## src/rtl/boost_gate_pkg.sv

```systemverilog
package boost_gate_pkg;
  typedef enum logic {SWEEP_UP = 1'b0, SWEEP_DOWN = 1'b1} sweep_dir_e;
endpackage

```

## src/rtl/bg_sync.sv

```systemverilog
module bg_sync #(
  parameter int STAGES = 2
) (
  input  logic clk,
  input  logic rst,
  input  logic d,
  output logic q
);
  logic [STAGES-1:0] chain;

  always_ff @(posedge clk) begin
    if (rst) chain <= '0;
    else     chain <= {chain[STAGES-2:0], d};
  end

  assign q = chain[STAGES-1];
endmodule

```

## src/rtl/bg_sweep.sv

```systemverilog
module bg_sweep
  import boost_gate_pkg::*;
#(
  parameter int INC_W   = 16,
  parameter int INC_MIN = 1638,
  parameter int INC_MAX = 6554,
  parameter int INC_RST = 4096,
  parameter int STEP    = 1229,
  parameter int HOLD    = 64
) (
  input  logic             clk,
  input  logic             rst,
  output logic [INC_W-1:0] inc
);
  localparam int CNT_W = (HOLD > 1) ? $clog2(HOLD) : 1;
  localparam logic [INC_W-1:0] LO      = INC_W'(INC_MIN);
  localparam logic [INC_W-1:0] HI      = INC_W'(INC_MAX);
  localparam logic [INC_W-1:0] STP     = INC_W'(STEP);
  localparam logic [CNT_W-1:0] CNT_END = CNT_W'(HOLD - 1);

  logic [CNT_W-1:0] cnt_q;
  sweep_dir_e       dir_q;
  logic [INC_W-1:0] inc_q;

  always_ff @(posedge clk) begin
    if (rst) begin
      cnt_q <= '0;
      dir_q <= SWEEP_UP;
      inc_q <= INC_W'(INC_RST);
    end else if (cnt_q == CNT_END) begin
      cnt_q <= '0;
      if (dir_q == SWEEP_UP) begin
        if (inc_q >= HI - STP) begin
          inc_q <= HI;
          dir_q <= SWEEP_DOWN;
        end else begin
          inc_q <= inc_q + STP;
        end
      end else begin
        if (inc_q <= LO + STP) begin
          inc_q <= LO;
          dir_q <= SWEEP_UP;
        end else begin
          inc_q <= inc_q - STP;
        end
      end
    end else begin
      cnt_q <= cnt_q + 1'b1;
    end
  end

  assign inc = inc_q;
endmodule

```

## src/rtl/bg_phase.sv

```systemverilog
module bg_phase #(
  parameter int ACC_W = 16
) (
  input  logic             clk,
  input  logic             rst,
  input  logic             en,
  input  logic             clear,
  input  logic [ACC_W-1:0] inc,
  output logic             msb,
  output logic             wrap
);
  logic [ACC_W-1:0] acc_q;
  logic [ACC_W:0]   sum;

  assign sum  = {1'b0, acc_q} + {1'b0, inc};
  assign wrap = en & sum[ACC_W];

  always_ff @(posedge clk) begin
    if (rst || clear) acc_q <= '0;
    else if (en)      acc_q <= sum[ACC_W-1:0];
  end

  assign msb = acc_q[ACC_W-1];
endmodule

```

## src/rtl/burst_boost_gate.sv

```systemverilog
module burst_boost_gate #(
  parameter int ACC_W       = 16,
  parameter int CODE_W      = 4,
  parameter int SYNC_STAGES = 2,
  parameter int INC_MIN     = 1638,
  parameter int INC_MAX     = 6554,
  parameter int INC_MID     = 4096,
  parameter int STEP        = 1229,
  parameter int HOLD        = 64
) (
  input  logic              clk,
  input  logic              rst,
  input  logic              cmp_low,
  input  logic              ref_we,
  input  logic [CODE_W-1:0] ref_din,
  output logic [CODE_W-1:0] ref_code,
  output logic              sw_drv,
  output logic              running
);
  logic              cmp_sync;
  logic [ACC_W-1:0]  inc_q;
  logic              wrap;
  logic              run_q;
  logic              start_req;
  logic              stop_req;
  logic [CODE_W-1:0] code_q;

  bg_sync #(.STAGES(SYNC_STAGES)) u_sync (
    .clk(clk), .rst(rst), .d(cmp_low), .q(cmp_sync)
  );

  bg_sweep #(
    .INC_W(ACC_W), .INC_MIN(INC_MIN), .INC_MAX(INC_MAX),
    .INC_RST(INC_MID), .STEP(STEP), .HOLD(HOLD)
  ) u_sweep (
    .clk(clk), .rst(rst), .inc(inc_q)
  );

  assign start_req = !run_q && cmp_sync;
  assign stop_req  = run_q && wrap && !cmp_sync;

  bg_phase #(.ACC_W(ACC_W)) u_phase (
    .clk(clk), .rst(rst), .en(run_q), .clear(stop_req),
    .inc(inc_q), .msb(sw_drv), .wrap(wrap)
  );

  always_ff @(posedge clk) begin
    if (rst)            run_q <= 1'b0;
    else if (start_req) run_q <= 1'b1;
    else if (stop_req)  run_q <= 1'b0;
  end

  always_ff @(posedge clk) begin
    if (rst)         code_q <= '0;
    else if (ref_we) code_q <= ref_din;
  end

  assign running  = run_q;
  assign ref_code = code_q;
endmodule

```

## config.mk

```make
export PLATFORM = sky130hd
export DESIGN_NAME = burst_boost_gate
export DESIGN_NICKNAME = d
export VERILOG_FILES = /design/src/rtl/boost_gate_pkg.sv /design/src/rtl/bg_sync.sv /design/src/rtl/bg_sweep.sv /design/src/rtl/bg_phase.sv /design/src/rtl/burst_boost_gate.sv
export SDC_FILE = /design/constraint.sdc
export NUM_CORES = 1
export LEC_CHECK = 0
export ABC_AREA = 0
export BUFFER_PORTS_ARGS = -buffer_cell sky130_fd_sc_hd__buf_2
export CAP_MARGIN = 40
export CORE_ASPECT_RATIO = 0.6
export CORE_MARGIN = 1.5
export CORE_UTILIZATION = 49
export CTS_BUF_LIST = sky130_fd_sc_hd__clkbuf_16
export CTS_CLUSTER_SIZE = 40
export DETAILED_ROUTE_END_ITERATION = 8
export PLACE_DENSITY = 0.75
export SLEW_MARGIN = 20
export SYNTH_ARGS = -nofsm -noshare
export SYNTH_HDL_FRONTEND = slang
export SYNTH_SLANG_ARGS = --single-unit
```

## constraint.sdc

```tcl
create_clock -name clk -period 3.3 [get_ports clk]
set_input_delay 0.495 -clock clk [delete_from_list [all_inputs] [get_ports clk]]
set_output_delay 0.495 -clock clk [all_outputs]
set_load 0.03 [all_outputs]
```

==> results of run 1 <==
## per-stage QoR
stage | hold WS [ns] | std cells
final | 0.424 | 474
after global placement | 0.417 | 466
after CTS | 0.424 | 474
after global routing | 0.450 | 474
after detailed placement | 0.429 | 466
after floorplan | 0.414 | 384
## power groups by stage
stage | combinational (uW) | sequential, uW | clock, uW
global placement | 51.7 | 585 | 0
detailed placement | 52.6 | 585 | 0
finish | 53.0 | 573 | 480
global route | 56.8 | 574 | 513
CTS | 52.7 | 573 | 486
floorplan | 34.0 | 588 | 0
## worst paths after layout
kind	to	slack (ns)	depth (start not counted)
worst min register to register	u_sync.chain[1]	0.44	1
worst max-delay path	u_phase.acc_q[10]	0.54	9
worst min-delay path	u_sync.chain[0]	0.42	2
worst max register to register	u_phase.acc_q[10]	0.54	9
## logic make-up (layout without fill, tap and decap cells)
group                      Yosys count  in the layout  synth area share [%]
buffers and inverters               31             37                  4.71
muxes                                5              5                  1.60
and+or+nand+nor                    128            128                  20.8
xor gates and xnor gates            22             22                  6.15
adders and majority gates           21             21                  8.62
AOI/OAI and AO/OA                  131            131                  28.7
DFF                                 46             46                  29.4
## cell type report
cell class	count	area share (%)
clock buffer	5	3.72
clock inverter	3	0.372
inverter	13	1.45
multi-input combinational	307	61.4
sequential	46	27.4
tap	84	3.12
timing repair buffer	16	2.60
## cell usage in the layout (no fill, tap or decap), types with 8 or more instances in the layout
cell type  instances
a21oi_1           46
nand2b_1          17
dfxtp_1           46
nand2_1           34
xnor2_1           16
inv_1             13
o21ai_0           19
o32ai_1            9
buf_2             13
nor2_1            30
ha_1              20
nor3_1             8
nand3_1           12
## flip-flops by register name, summed over array words and instances, names as in the netlist
name and flops:
u_sweep.inc 16, ref_code 4, u_sync.chain 2, u_sweep.cnt_q 6, running 1, u_phase.acc_q 16, u_sweep.dir_q 1
## metal layers
layer | up-vias | routed length (um) | global-route usage, %
li1 | 1431 | - | -
met1 | 1346 | 3880 | 36.0
met2 | 127 | 3090 | 33.1
met3 | 9 | 673 | 3.82
met4 | 0 | 68 | 7.09
met5 | - | 0 | 0
==> impl_metrics.toml, run 1 <==
[clocking]
cts_buffer_depth = 2
clk_pin_slew_ns = 0.06
ctsResizeCount = 0
htreeDepth = 2
cts_made_buffers = 5
cts_setup_buffers = 0
cts_hold_buf = 0
cts_tree = "yes"
worstSkewPairLatency_ns = 0.29
cts-root-buf = "clkbuf_16"
cts_sinks = 46

[detailed_routing]
via_per_inst = 6.15
antenna_violating_nets_post_route = 0
initialDrtViolationCount = 301
finalWirelength_um = 7710
first_pass_iters = 5
drc = 0
routedWlPerCell_um = 16.3
via_count = 2913

[power_and_ir_drop]
ir_worst_vdd_uv = 291
power_density_nw_per_um2 = 328
p_switching_uw = 247
p_int_uw = 858
power_frac_seq_pct = 51.8
swShare_pct = 22.3
p_comb_share_pct = 4.8
leakage_uw = 0.00130
clockPowerShare_pct = 43.4
finalPower_uw = 1110

[setup_path]
crit_start = "u_sweep.inc[0]"
path_max_fanout = 9
critPathArrivalTime_ns = 2.91
crit_chain = "ha_1 > fa_1 > a21o_2 > nand4_1 > a2111o_1 > a21oi_2 > a41oi_2 > nor3_4 > o32ai_1"
required_ns = 3.45
critPathLaunchType = "flop"
crit_path_end_kind = "flop"
r2r-start = "u_sweep.inc[0]"
critPathSlowestCell = "a2111o_1"
cp_num_buf_inv = 0
max_stage_delay_ns = 0.49
path_class = "flop to flop"
crit_family = "compound AO/OA/AOI/OAI gates"

[floorplanning]
fp.dieW_um = 106
io_pins = 14
core_area_sq_um = 6140
die_h_um = 65.0
rows = 22
start_util_pct = 51.1
fp.dieArea_sq_um = 6900

[final_layout]
fillers = 544
multi_input_area_sq_um = 2070
area_growth_pct = 7.39
final_nets = 418
layout-drive-gt1-share_pct = 10.3
num_antenna_cells = 0
design_area_sq_um = 3370
regArea_sq_um = 921
fin_util_pct = 54.8

[synthesis]
synth_cell_types = 66
yosysTopAreaCell = "dfxtp_1"
async_flop_share_pct = 0
ys.flop_type = "dfxtp_1"
synth_area_leaders = "dfxtp_1 (29%), ha_1 (8.0%), a21oi_1 (7.3%)"
ys_warn_count = 0
synth_edf_count = 0
syn_avg_cell_area_sq_um = 8.16
synth-seq-cells = 46
ys_seq_area_share_pct = 29.4
netlist_area_sq_um = 3130
syn_nets = 413
synthCells = 384
synth_common_cells = "a21oi_1 (46), dfxtp_1 (46), nand2_1 (34)"
synth_top_area_share_pct = 29.4

[grt]
globalRouteOverflowTotal = 0
antenna_found_initial = 0
grt_pass1_vias = 2565
grt_max_degree = 36
grt_first_pass_wirelength_um = 12800
grtUsageTotal_pct = 23.5

[placed_design]
detailedPlace.worstSlack_ns = 0.565
dp_hpwl_um = 5620
placed_area_sq_um = 3230
io_buffers = 13
gp_congestion = 0.964

[sta]
finalHoldViolations = 0
rsz0062_at_grt = "false"
post-route-period-util_pct = 83.7
setup_viol = 0
drv_slew = 0
finalWorstSetupSlack_ns = 0.537
fin_skew_ns = 0.00692
max_freq_mhz = 362
max-slew-margin-rel_pct = 46.5
finalSetupTns_ns = 0
tightest_slew_ns = 0.802
finalCriticalPeriod_ns = 2.76

[min_path]
min_from = "cmp_low"
hold_class = "primary input to flop"

[outcome]
status = "finished clean"

[run]
maxCapViolCount = 0
Note: power is estimated with default switching activity, not from simulation.
==> run 2, diff against run 1 <==
clock period = 2.6 ns   (was 3.3 ns; I/O delays follow)
==> impl_metrics.toml, run 2 (synthesis results as in run 1) <==
[outcome]
status = "finished clean"

[floorplanning]
rows = 22
core_area_sq_um = 6140
io_pins = 14
fp.dieArea_sq_um = 6900
start_util_pct = 51.1
fp.dieW_um = 106
die_h_um = 65.0

[min_path]
holdPathEnd = "u_sync.chain[0]"
min_path_cells = 2
min_from = "cmp_low"
hold_class = "primary input to flop"

[detailed_routing]
drc = 0
antenna_violating_nets_post_route = 0
via_count = 2985
first_pass_iters = 5
via_per_inst = 6.13
finalWirelength_um = 7830
routedWlPerCell_um = 16.1
initialDrtViolationCount = 181

[sta]
setup_viol = 0
holdWs_ns = 0.324
max-slew-margin-rel_pct = 49.7
drv_slew = 0
max_freq_mhz = 401
tightest_slew_ns = 0.754
fin_skew_ns = 0.00545
finalHoldViolations = 0
finalCriticalPeriod_ns = 2.50
post-route-period-util_pct = 96.0

[clocking]
cts_made_buffers = 5
cts-root-buf = "clkbuf_16"
cts_hold_buf = 0
cts_tree = "yes"
worstSkewPairLatency_ns = 0.28
clk_pin_slew_ns = 0.07
cts_sinks = 46
cts_buffer_depth = 2
htreeDepth = 2

[power_and_ir_drop]
finalPower_uw = 1500
ir_worst_vdd_uv = 397
power_density_nw_per_um2 = 424
leakage_uw = 0.00139

[setup_path]
path_max_fanout = 7
crit_chain = "ha_1 > a21oi_1 > o21ai_0 > a211oi_2 > a21oi_4 > buf_4 > o21ai_2 > nand3_1 > o32ai_1"
crit_path_end_kind = "flop"
required_ns = 2.79
rrSetupSlack_ns = 0.10
max_stage_delay_ns = 0.47
path_class = "flop to flop"
critPathArrivalTime_ns = 2.69
r2r-end = "u_phase.acc_q[14]"
critPathSlowestCell = "dfxtp_1"
critPathLaunchType = "flop"
r2r-start = "u_sweep.inc[9]"
cp_num_buf_inv = 1
ff2ff_path_depth = 9
crit_family = "compound AO/OA/AOI/OAI gates"

[final_layout]
layout-drive-gt1-share_pct = 15.4
stdcell_count = 487
num_antenna_cells = 0
area_growth_pct = 13.0
final_common_cell = "a21oi_1"
design_area_sq_um = 3540
layout_common_cells = "a21oi_1 (46), dfxtp_1 (43), nand2_1 (34)"
fin_util_pct = 57.7
final_nets = 432

[grt]
grt_max_degree = 36
grt_pass1_vias = 2716
grtUsageTotal_pct = 24.1
globalRouteOverflowTotal = 0
antenna_found_initial = 0
grt_first_pass_wirelength_um = 13300

[placed_design]
dp.cells = 478
io_buffers = 13
placed_area_sq_um = 3320
dp_hpwl_um = 5690
gp_congestion = 0.971

[run]
maxCapViolCount = 0
run 2: layer usage:
metal  GRT usage [%]  part of all wire, %  up-vias
met1            35.0                   48     1381
met4            5.24                 0.59        0
met3            7.44                   11        8
li1                -                    -     1441
met5               0                    0        -
met2            34.3                   41      155
run 2: worst max-delay path by stage:
| stage | from | end | depth (start not counted) |
|---|---|---|---|
| floorplan | u_sweep.inc[0] | u_phase.acc_q[10] | 9 |
| global placement | u_sweep.inc[1] | u_phase.acc_q[13] | 8 |
| detailed placement | u_sweep.inc[1] | u_phase.acc_q[10] | 8 |
| CTS | u_sweep.inc[1] | u_phase.acc_q[10] | 8 |
| global route | u_sweep.inc[9] | u_phase.acc_q[14] | 9 |
| finish | u_sweep.inc[9] | u_phase.acc_q[14] | 9 |
run 2: where the power goes:
part	switching [uW]	leakage, uW	internal [uW]
Combinational	41.4	0.000936	26.9
Sequential	10.8	0.000374	716
Clock	262	0.0000773	445
run 2: layout make-up:
cell class / count / area (sq um)
flip-flops and latches: 46 / 925
repair buffers: 30 / 205
well taps: 84 / 105
clock inverters: 2 / 33.8
clock buffers: 5 / 125
fillers: 506 / 2600
inverters: 13 / 48.8
multi-input cells: 307 / 2100
run 2: stage by stage:
stage | setup TNS [ns] | setup WS, ns
2_1_floorplan | 0 | 0.243
3_3_place_gp | 0 | 0.186
4_1_cts | 0 | 0.0187
3_5_place_dp | 0 | 0.0549
6_report | 0 | 0.105
5_1_grt | -0.000126 | -0.000126
run 2: worst register-to-register path: stages (launching register included):
cell	delay, ns
dfxtp_1	0.47
ha_1	0.34
a21oi_1	0.14
o21ai_0	0.19
a211oi_2	0.34
a21oi_4	0.09
buf_4	0.16
o21ai_2	0.15
nand3_1	0.19
o32ai_1	0.34
run 2: timing repair:
| action | 4_1_cts | 5_1_grt |
|---|---|---|
| resized for setup | 0 | 9 |
| setup endpoints to repair | 0 | 9 |
| setup buffers | 0 | 2 |
